<file path="config.mk">
export PLATFORM = sky130hd
export DESIGN_NAME = hdmi_isl_seq
export DESIGN_NICKNAME = d
export VERILOG_FILES = /design/src/rtl/hdmi_isl_pkg.sv /design/src/rtl/isl_period_fsm.sv /design/src/rtl/isl_lane_mux.sv /design/src/rtl/hdmi_isl_seq.sv
export SDC_FILE = /design/constraint.sdc
export NUM_CORES = 1
export LEC_CHECK = 0
export BUFFER_PORTS_ARGS = -buffer_cell sky130_fd_sc_hd__buf_2
export CORE_UTILIZATION = 61
export DETAILED_ROUTE_END_ITERATION = 8
export MAX_ROUTING_LAYER = met4
export PLACE_DENSITY = 0.95
export SLEW_MARGIN = 5
export SYNTH_ARGS = -nofsm -noshare
export SYNTH_HDL_FRONTEND = slang
export SYNTH_HIERARCHICAL = 1
export SYNTH_SLANG_ARGS = --single-unit
</file>
<file path="constraint.sdc">
create_clock -name clk -period 3.8 [get_ports clk]
set_input_delay 0.76 -clock clk [delete_from_list [all_inputs] [get_ports clk]]
set_output_delay 0.76 -clock clk [all_outputs]
set_load 0.05 [all_outputs]
</file>
<file path="src/rtl/hdmi_isl_pkg.sv">
package hdmi_isl_pkg;

  typedef enum logic [3:0] {
    P_IDLE,
    P_CTL_LEAD,
    P_DPRE,
    P_DGB_LEAD,
    P_ISL,
    P_DGB_TAIL,
    P_CTL_GAP,
    P_VPRE,
    P_VGB
  } period_t;

  localparam int SYM_W   = 10;
  localparam int LANES   = 3;
  localparam int PRE_LEN = 8;
  localparam int GB_LEN  = 2;
  localparam int GRP_SH  = 5;  // 32 island words per packet

  localparam logic [SYM_W-1:0] GB_DATA_SYM = 10'b0100110011;
  localparam logic [SYM_W-1:0] GB_VID_SYM  = 10'b1011001100;

  function automatic logic [SYM_W-1:0] terc4(input logic [3:0] n);
    logic [SYM_W-1:0] s;
    case (n)
      4'h0: s = 10'b1010011100;
      4'h1: s = 10'b1001100011;
      4'h2: s = 10'b1011100100;
      4'h3: s = 10'b1011100010;
      4'h4: s = 10'b0101110001;
      4'h5: s = 10'b0100011110;
      4'h6: s = 10'b0110001110;
      4'h7: s = 10'b0100111100;
      4'h8: s = 10'b1011001100;
      4'h9: s = 10'b0100111001;
      4'hA: s = 10'b0110011100;
      4'hB: s = 10'b1011000110;
      4'hC: s = 10'b1010001110;
      4'hD: s = 10'b1001110001;
      4'hE: s = 10'b0101100011;
      default: s = 10'b1011000011;
    endcase
    return s;
  endfunction

  function automatic logic [SYM_W-1:0] ctl_sym(input logic [1:0] c);
    logic [SYM_W-1:0] s;
    case (c)
      2'b00: s = 10'b1101010100;
      2'b01: s = 10'b0010101011;
      2'b10: s = 10'b0101010100;
      default: s = 10'b1010101011;
    endcase
    return s;
  endfunction

endpackage

</file>
<file path="src/rtl/isl_period_fsm.sv">
module isl_period_fsm
  import hdmi_isl_pkg::*;
#(
  parameter int LEN_W = 8,
  parameter int PKT_W = 3,
  parameter int CW    = 8
) (
  input  logic             clk,
  input  logic             rst_n,
  input  logic             start,
  input  logic             fire,
  input  logic [LEN_W-1:0] lead_len,
  input  logic [LEN_W-1:0] gap_len,
  input  logic [PKT_W-1:0] pkt_num,
  output period_t          period,
  output logic             vid_start
);

  logic [CW-1:0]    cnt;
  logic [LEN_W-1:0] gap_q;
  logic [PKT_W-1:0] pkt_q;
  period_t          nxt;
  logic [CW-1:0]    nxt_last;
  logic [CW-1:0]    lead_last;
  logic [PKT_W-1:0] pkt_eff;

  function automatic logic [CW-1:0] len_last(input logic [LEN_W-1:0] l);
    return (l == '0) ? '0 : CW'(l) - CW'(1);
  endfunction

  assign lead_last = len_last(lead_len);
  assign pkt_eff   = (pkt_q == '0) ? PKT_W'(1) : pkt_q;

  always_comb begin
    nxt      = P_IDLE;
    nxt_last = '0;
    case (period)
      P_CTL_LEAD: begin nxt = P_DPRE;     nxt_last = CW'(PRE_LEN - 1); end
      P_DPRE:     begin nxt = P_DGB_LEAD; nxt_last = CW'(GB_LEN - 1);  end
      P_DGB_LEAD: begin
        nxt      = P_ISL;
        nxt_last = CW'({pkt_eff, {GRP_SH{1'b0}}}) - CW'(1);
      end
      P_ISL:      begin nxt = P_DGB_TAIL; nxt_last = CW'(GB_LEN - 1);  end
      P_DGB_TAIL: begin nxt = P_CTL_GAP;  nxt_last = len_last(gap_q);  end
      P_CTL_GAP:  begin nxt = P_VPRE;     nxt_last = CW'(PRE_LEN - 1); end
      P_VPRE:     begin nxt = P_VGB;      nxt_last = CW'(GB_LEN - 1);  end
      default:    begin nxt = P_IDLE;     nxt_last = '0;               end
    endcase
  end

  always_ff @(posedge clk) begin
    if (!rst_n) begin
      period    <= P_IDLE;
      cnt       <= '0;
      gap_q     <= '0;
      pkt_q     <= '0;
      vid_start <= 1'b0;
    end else begin
      vid_start <= 1'b0;
      if (period == P_IDLE) begin
        if (start) begin
          period <= P_CTL_LEAD;
          cnt    <= lead_last;
          gap_q  <= gap_len;
          pkt_q  <= pkt_num;
        end
      end else if (fire) begin
        if (cnt == '0) begin
          period <= nxt;
          cnt    <= nxt_last;
          if (period == P_VGB) vid_start <= 1'b1;
        end else begin
          cnt <= cnt - CW'(1);
        end
      end
    end
  end

  AST_HOLD_ON_STALL: assert property (@(posedge clk) disable iff (!rst_n)
    (period != P_IDLE && !fire) |=> (period == $past(period) && cnt == $past(cnt)));
  AST_GB_TWO_WIDE: assert property (@(posedge clk) disable iff (!rst_n)
    ((period == P_DGB_LEAD || period == P_DGB_TAIL || period == P_VGB) && $past(rst_n)
     && period != $past(period)) |-> cnt == CW'(1));
  AST_ISL_AFTER_GB: assert property (@(posedge clk) disable iff (!rst_n)
    (period == P_ISL && $past(rst_n) && $past(period) != P_ISL) |-> $past(period) == P_DGB_LEAD);
  AST_VSTART_SRC: assert property (@(posedge clk) disable iff (!rst_n)
    vid_start |-> ($past(period) == P_VGB && period == P_IDLE));
  AST_VSTART_PULSE: assert property (@(posedge clk) disable iff (!rst_n)
    vid_start |=> !vid_start);

endmodule

</file>
<file path="src/rtl/isl_lane_mux.sv">
module isl_lane_mux
  import hdmi_isl_pkg::*;
(
  input  period_t      period,
  input  logic         hsync,
  input  logic         vsync,
  input  logic [1:0]   l0_bits,
  input  logic [3:0]   l1_nib,
  input  logic [3:0]   l2_nib,
  output logic [31:0]  word
);

  logic [3:0]       nib [LANES];
  logic [SYM_W-1:0] sym [LANES];

  always_comb begin
    nib[0] = {l0_bits, vsync, hsync};
    nib[1] = l1_nib;
    nib[2] = l2_nib;
  end

  for (genvar g = 0; g < LANES; g++) begin : g_lane
    logic [1:0] cbits;
    always_comb begin
      if (g == 0) cbits = {vsync, hsync};
      else if (period == P_DPRE) cbits = 2'b01;
      else if (period == P_VPRE && g == 1) cbits = 2'b01;
      else cbits = 2'b00;
    end

    always_comb begin
      case (period)
        P_DGB_LEAD, P_DGB_TAIL:
          sym[g] = (g == 0) ? terc4({2'b11, vsync, hsync}) : GB_DATA_SYM;
        P_ISL:
          sym[g] = terc4(nib[g]);
        P_VGB:
          sym[g] = (g == 1) ? GB_DATA_SYM : GB_VID_SYM;
        default:
          sym[g] = ctl_sym(cbits);
      endcase
    end
  end

  assign word = {sym[2], sym[1], sym[0], 2'b01};

endmodule

</file>
<file path="src/rtl/hdmi_isl_seq.sv">
module hdmi_isl_seq
  import hdmi_isl_pkg::*;
#(
  parameter int LEN_W = 8,
  parameter int PKT_W = 3
) (
  input  logic             clk,
  input  logic             rst_n,
  input  logic             start,
  input  logic             hsync,
  input  logic             vsync,
  input  logic [LEN_W-1:0] lead_len,
  input  logic [LEN_W-1:0] gap_len,
  input  logic [PKT_W-1:0] pkt_num,
  input  logic             pkt_valid,
  output logic             pkt_ready,
  input  logic [1:0]       pkt_l0_bits,
  input  logic [3:0]       pkt_l1_nib,
  input  logic [3:0]       pkt_l2_nib,
  output logic             out_valid,
  input  logic             out_ready,
  output logic [31:0]      out_word,
  output logic             vid_start
);

  localparam int ISL_W = PKT_W + GRP_SH;
  localparam int CW    = (LEN_W > ISL_W) ? LEN_W : ISL_W;

  period_t period;
  logic    fire;

  assign out_valid = (period != P_IDLE) && (period != P_ISL || pkt_valid);
  assign pkt_ready = (period == P_ISL) && out_ready;
  assign fire      = out_valid && out_ready;

  isl_period_fsm #(.LEN_W(LEN_W), .PKT_W(PKT_W), .CW(CW)) fsm_i (
    .clk(clk), .rst_n(rst_n), .start(start), .fire(fire),
    .lead_len(lead_len), .gap_len(gap_len), .pkt_num(pkt_num),
    .period(period), .vid_start(vid_start)
  );

  isl_lane_mux mux_i (
    .period(period), .hsync(hsync), .vsync(vsync),
    .l0_bits(pkt_l0_bits), .l1_nib(pkt_l1_nib), .l2_nib(pkt_l2_nib),
    .word(out_word)
  );

  AST_IDLE_AT_HANDOFF: assert property (@(posedge clk) disable iff (!rst_n)
    vid_start |-> (!out_valid && !pkt_ready));
  AST_PKT_ONLY_ISLAND: assert property (@(posedge clk) disable iff (!rst_n)
    (pkt_valid && pkt_ready) |-> (out_valid && out_ready));
  AST_RESET_QUIET: assert property (@(posedge clk)
    !$past(rst_n) |-> (!out_valid && !vid_start));

endmodule

</file>
Word level (Yosys, flattened, before mapping)
Memories as Yosys holds them, arrays and structs flattened.
Cells that the tools add are included.
{"block": "totals", "register_bits": 24, "mem_count": 3, "romBits": 480, "in_bits": 36, "out_inout_bits": 35, "elab_cells": 78}
{"memory": "(name not given)", "depth": 16, "width": 10, "read_ports": 1, "rd_clocked_by_memory_dff": 0, "wr": 0, "line": "hdmi_isl_pkg.sv:26", "rtl": "case (n)"}
{"memory": "(name not given)", "depth": 16, "width": 10, "read_ports": 1, "rd_clocked_by_memory_dff": 0, "wr": 0, "line": "hdmi_isl_pkg.sv:26"}
{"memory": "(name not given)", "depth": 16, "width": 10, "read_ports": 1, "rd_clocked_by_memory_dff": 0, "wr": 0, "line": "hdmi_isl_pkg.sv:26"}
{"block": "op_classes", "eq_ne": 16, "addsub": 4, "reduce_logical": 23, "muxes": 24, "bitwise": 3}
{"op": "10-bit one-hot mux with 3 select lines", "n": 6}
{"op": "8-bit 2-to-1 mux", "n": 6}
{"op": "8-bit one-hot mux with 4 select lines", "n": 1}
{"op": "8-bit by 1-bit subtractor with 8-bit output (second input constant)", "n": 4}
{"op": "4-bit one-hot mux with 7 select lines", "n": 1}
{"op": "8-bit zero test", "n": 3}
{"op": "10-bit one-hot mux with 2 select lines", "n": 1}
{"op": "4-bit by 3-bit == test with 1-bit output (second input constant)", "n": 4}
{"op": "4-bit 2-to-1 mux", "n": 4}
{"op": "4-bit by 2-bit == test with 1-bit output (second input constant)", "n": 2}
{"op": "2-bit by 1-bit == test with 1-bit output (second input constant)", "n": 3}
{"op": "2-bit == test (second input constant)", "n": 3}
{"op": "2-bit zero test", "n": 3}
{"op": "3-bit OR reduction", "n": 2}
{"op": "4-bit by 1-bit == test with 1-bit output (second input constant)", "n": 1}
{"op": "4-bit == test (second input constant)", "n": 1}
{"op": "4-bit zero test", "n": 1}
{"op": "4-bit by 3-bit != test with 1-bit output (second input constant)", "n": 1}
{"op": "2-bit AND reduction", "n": 2}
{"op": "2-bit nonzero test", "n": 2}
{"op": "4-bit nonzero test", "n": 1}
{"op": "2-bit OR reduction", "n": 2}
{"op": "4-bit OR reduction", "n": 1}
{"op": "1-bit logical AND", "n": 3}
{"op": "other kinds (8)", "n": 12}

Logic depth before layout (Yosys ltp)
{"block": "logic_depth", "depth_word": 7, "mapped_depth": 8, "mapped_depth_nobuf": 7}

By module
The synthesis kept the hierarchy.
{"mod": "isl_period_fsm", "cells_per_inst": 217, "seq_area_each_um2": 480.5, "area_each_um2": 1757.9, "n_inst": 1}
{"mod": "isl_lane_mux", "cells_per_inst": 230, "seq_area_each_um2": 0.0, "area_each_um2": 1498.9, "n_inst": 1}
{"mod": "hdmi_isl_seq", "cells_per_inst": 5, "seq_area_each_um2": 0.0, "area_each_um2": 31.3, "n_inst": 1}

Worst setup path before layout
Ideal clock, no wire load.
{"block": "synth_path", "path_kind": "input to output", "start": "in pkt_l1_nib[0]", "end": "out out_word[17]", "t_arrival_ns": 2.705, "stages": 6, "n_path_buf": 0, "t_required_ns": 3.040, "path_slack_ns": 0.335, "cell_sequence": "inv_1 -> ha_1 -> or2_2 -> nand3_1 -> o21ai_0 -> o21ai_0"}
{"block": "synth_between", "elab_chain_cells": 2}
{"element": "from (decl)", "line": "hdmi_isl_seq.sv:18", "rtl": "input logic [3:0] pkt_l1_nib,"}
{"element": "memory read 16 x 10 bit"}
{"element": "10-bit one-hot mux with 2 select lines", "line": "isl_lane_mux.sv:32", "rtl": "case (period)"}
{"element": "to (decl)", "line": "hdmi_isl_seq.sv:22", "rtl": "output logic [31:0] out_word,"}
No other way between the ends.

Worst setup path in the final report
{"block": "layout_path", "start": "in hsync", "end": "out out_word[8]"}
{"block": "layout_between", "elab_chain_cells": 3, "elab_cells_between_ends": 7, "classes_between": "eq/ne: 2; mux: 3; reduce/logical: 1; memory: 1"}
{"element": "from (decl)", "line": "hdmi_isl_seq.sv:10", "rtl": "input logic hsync,"}
{"element": "branches (longest 2 deep; another with memory read 16 x 10 bit)"}
{"element": "10-bit one-hot mux with 3 select lines (*)", "line": "isl_lane_mux.sv:32"}
Mark *: on every way between the ends.

==> flow_summary.json <==
{
  "dr_total_vias": 3596,
  "synth_area_leaders": "dfxtp_1 15%, ha_1 11%, nand2_1 5.9%, o21ai_0 5.8%, a21oi_1 5.2%",
  "cp_data_arrival_time_ns": 2.44,
  "netlist_area_um2": 3290,
  "antenna_cells": 0,
  "fp.dieH_um": 75.4,
  "drt_iter0_drc": 195,
  "cts.clk_slew.worst_paths_ns": 0.09,
  "core_area_um2": 5140,
  "path_max_fanout": 10,
  "cp_slowest_cell": "ha_1",
  "netlist.area_leader.share_pct": 14.6,
  "synth_ff_type": "dfxtp_1",
  "dr.pass1.iters": 6,
  "crit_path_end_kind": "output port",
  "post_drt_wl_per_cell_um": 15.0,
  "drv_cap": 0,
  "fin_cells": 568,
  "holdPathStages": 2,
  "fin_crit_ns": 3.20,
  "crit_top_cell": "buf_2",
  "yosys_warnings": 6,
  "hpwl_um": 6310,
  "synthArstFlopShare_pct": 0,
  "io_buffers": 68,
  "dieArea_um2": 5690,
  "place.gp.congestion": 0.980,
  "fin_crit_sh_pct": 84.3,
  "fmax_mhz": 312,
  "grt_pass1_wl_um": 13000,
  "peakVddDrop_uv": 235,
  "top_level_ports": 71,
  "ys_types": 70,
  "status": "complete, no violations",
  "synth_nets": 516,
  "h-tree-depth": 1,
  "ctsResizeCount": 0,
  "setup_violations": 0,
  "synthTopCellsByCount": "52 x nand2_1, 38 x o21ai_0, 34 x a21oi_1, 28 x ha_1, 25 x nor2_1",
  "p_leak_nw": 1.53,
  "worstHoldPathType": "register to register",
  "use_met1_pct": 36.0,
  "synth-edff-count": 0,
  "grt_max_degree": 26,
  "synth.most_common_cell": "nand2_1",
  "insertion_delay_ns": 0.28,
  "avgViaCountPerCell": 6.33,
  "relSlewSlack_pct": 42.7,
  "grt_use_total_pct": 29.5,
  "placed_cells": 564,
  "drtAntennaViolNets": 0,
  "rows": 26,
  "clk_path_buf_depth": 2,
  "crit_required_ns": 3.04,
  "multi_input_area_um2": 2520,
  "seq_area_um2": 480,
  "clock_skew_ns": 0.00319,
  "power.density_nw_per_um2": 319,
  "drive_gt1_share_pct": 19.9,
  "yosysTopAreaCell": "dfxtp_1",
  "syn_inst": 452,
  "cts_tree": "yes",
  "grt_setup_unrepaired": "false",
  "grt.overflow.total": 0,
  "num-fill-cells": 456,
  "cts_sinks": 24,
  "wl_um": 8530,
  "drc": 0,
  "slowest_delay_ns": 0.40,
  "final_nets": 563,
  "die-width_um": 75.4,
  "grt_pass1_vias": 2964,
  "start_util_pct": 64.0,
  "grt_use_met2_pct": 51.6,
  "path_class": "primary input to output port",
  "syn_to_final_growth_pct": 9.97,
  "syn_avg_cell_area_um2": 7.27,
  "top_usage_layer": "met2",
  "ys_seq_area_share_pct": 14.6,
  "worstMarginPinSlew_ns": 0.859,
  "cts_buffers": 3,
  "met3_usage_pct": 2.78,
  "crit_path_cell_trace": "buf_2, inv_1, ha_1, nand2b_1, nor3b_1, a211o_1, nand4_1, buf_2",
  "ys_seq_elements": 24,
  "cp-start-kind": "primary input",
  "maxSlewViolCount": 0,
  "cts_setup_buffers": 0,
  "cts_root_buffer": "clkbuf_8",
  "cts_hold_buf": 0,
  "reg2regPathDepth": 7,
  "hold_viol": 0,
  "antenna_found_initial": 0,
  "setup_tns_ns": 0
}
-- final cells by class --
class | count | area share, %
clock buffer | 3 | 1.14
clock inverter | 1 | 0.830
inverter | 24 | 2.49
tap | 70 | 2.42
multi-input combinational | 374 | 69.6
sequential | 24 | 13.3
timing repair buffer | 72 | 10.2
-- cell usage in the layout (no fill, tap or decap), types with 8 or more instances in the layout --
cell type / instances
nor3_1: 13
o21ai_0: 38
buf_2: 68
nand2b_1: 16
ha_1: 28
inv_1: 24
a21boi_0: 16
nor2_1: 25
dfxtp_1: 24
nand2_1: 52
o211ai_1: 8
nor2b_1: 10
nand3_1: 11
a21oi_1: 34
-- state kept, by name, summed over array words and instances (netlist names) --
signal,flops
fsm_i/gap_q,8
fsm_i/cnt,8
fsm_i/pkt_q,3
fsm_i/period,4
fsm_i/vid_start,1
-- worst paths after layout --
path | from | endpoint | slack [ns]
worst min register to register | fsm_i/pkt_q[1] | fsm_i/pkt_q[1] | 0.49
worst max-delay path | hsync | out_word[8] | 0.60
worst max register to register | fsm_i/period[1] | fsm_i/cnt[7] | 1.25
worst min-delay path | fsm_i/pkt_q[1] | fsm_i/pkt_q[1] | 0.49
-- metal layers --
metal / vias to the layer above / wire (um)
met1: 1660 / 3530
met4: 0 / 144
met2: 181 / 4270
met3: 27 / 580
met5: - / 0
li1: 1728 / -
-- worst max-delay path: cells and delay by family --
kind,cells,cell delay [ns]
AOI/OAI and AO/OA,1,0.27
adders and majority gates,1,0.40
buffers and inverters,3,0.58
and+or+nand+nor,3,0.43
-- kinds of logic (layout without fill, tap and decap cells) --
| logic type | after synthesis | count (layout) | synth area share [%] |
|---|---|---|---|
| simple gates | 170 | 170 | 28.2 |
| compound gates | 156 | 156 | 32.2 |
| buf+inv | 54 | 100 | 9.06 |
| fa+ha+maj | 28 | 28 | 10.7 |
| flops | 24 | 24 | 14.6 |
| xor+xnor | 12 | 12 | 3.20 |
| mux | 6 | 6 | 1.83 |
| other cells | 2 | 2 | 0.228 |
-- metrics by stage --
step / power (W) / util (%) / hold slack, ns / instance area, um^2 / setup WS [ns]
floorplan: 0.000790 / - / 0.444 / 3290 / 0.335
global placement: 0.000884 / 69.0 / 0.459 / 3540 / 0.667
detailed placement: 0.000908 / 69.0 / 0.482 / 3540 / 0.638
CTS: 0.00114 / 70.4 / 0.495 / 3620 / 0.624
global route: 0.00122 / 70.4 / 0.530 / 3620 / 0.451
finish: 0.00115 / 70.4 / 0.492 / 3620 / 0.598
-- power breakdown --
group          leakage (nW)  internal, W  total, W  switching, W
logic                  1.30     0.000206  0.000598      0.000392
clock network        0.0357     0.000141  0.000233     0.0000921
registers             0.197     0.000278  0.000323     0.0000449
(Power assumes the default switching activity.)
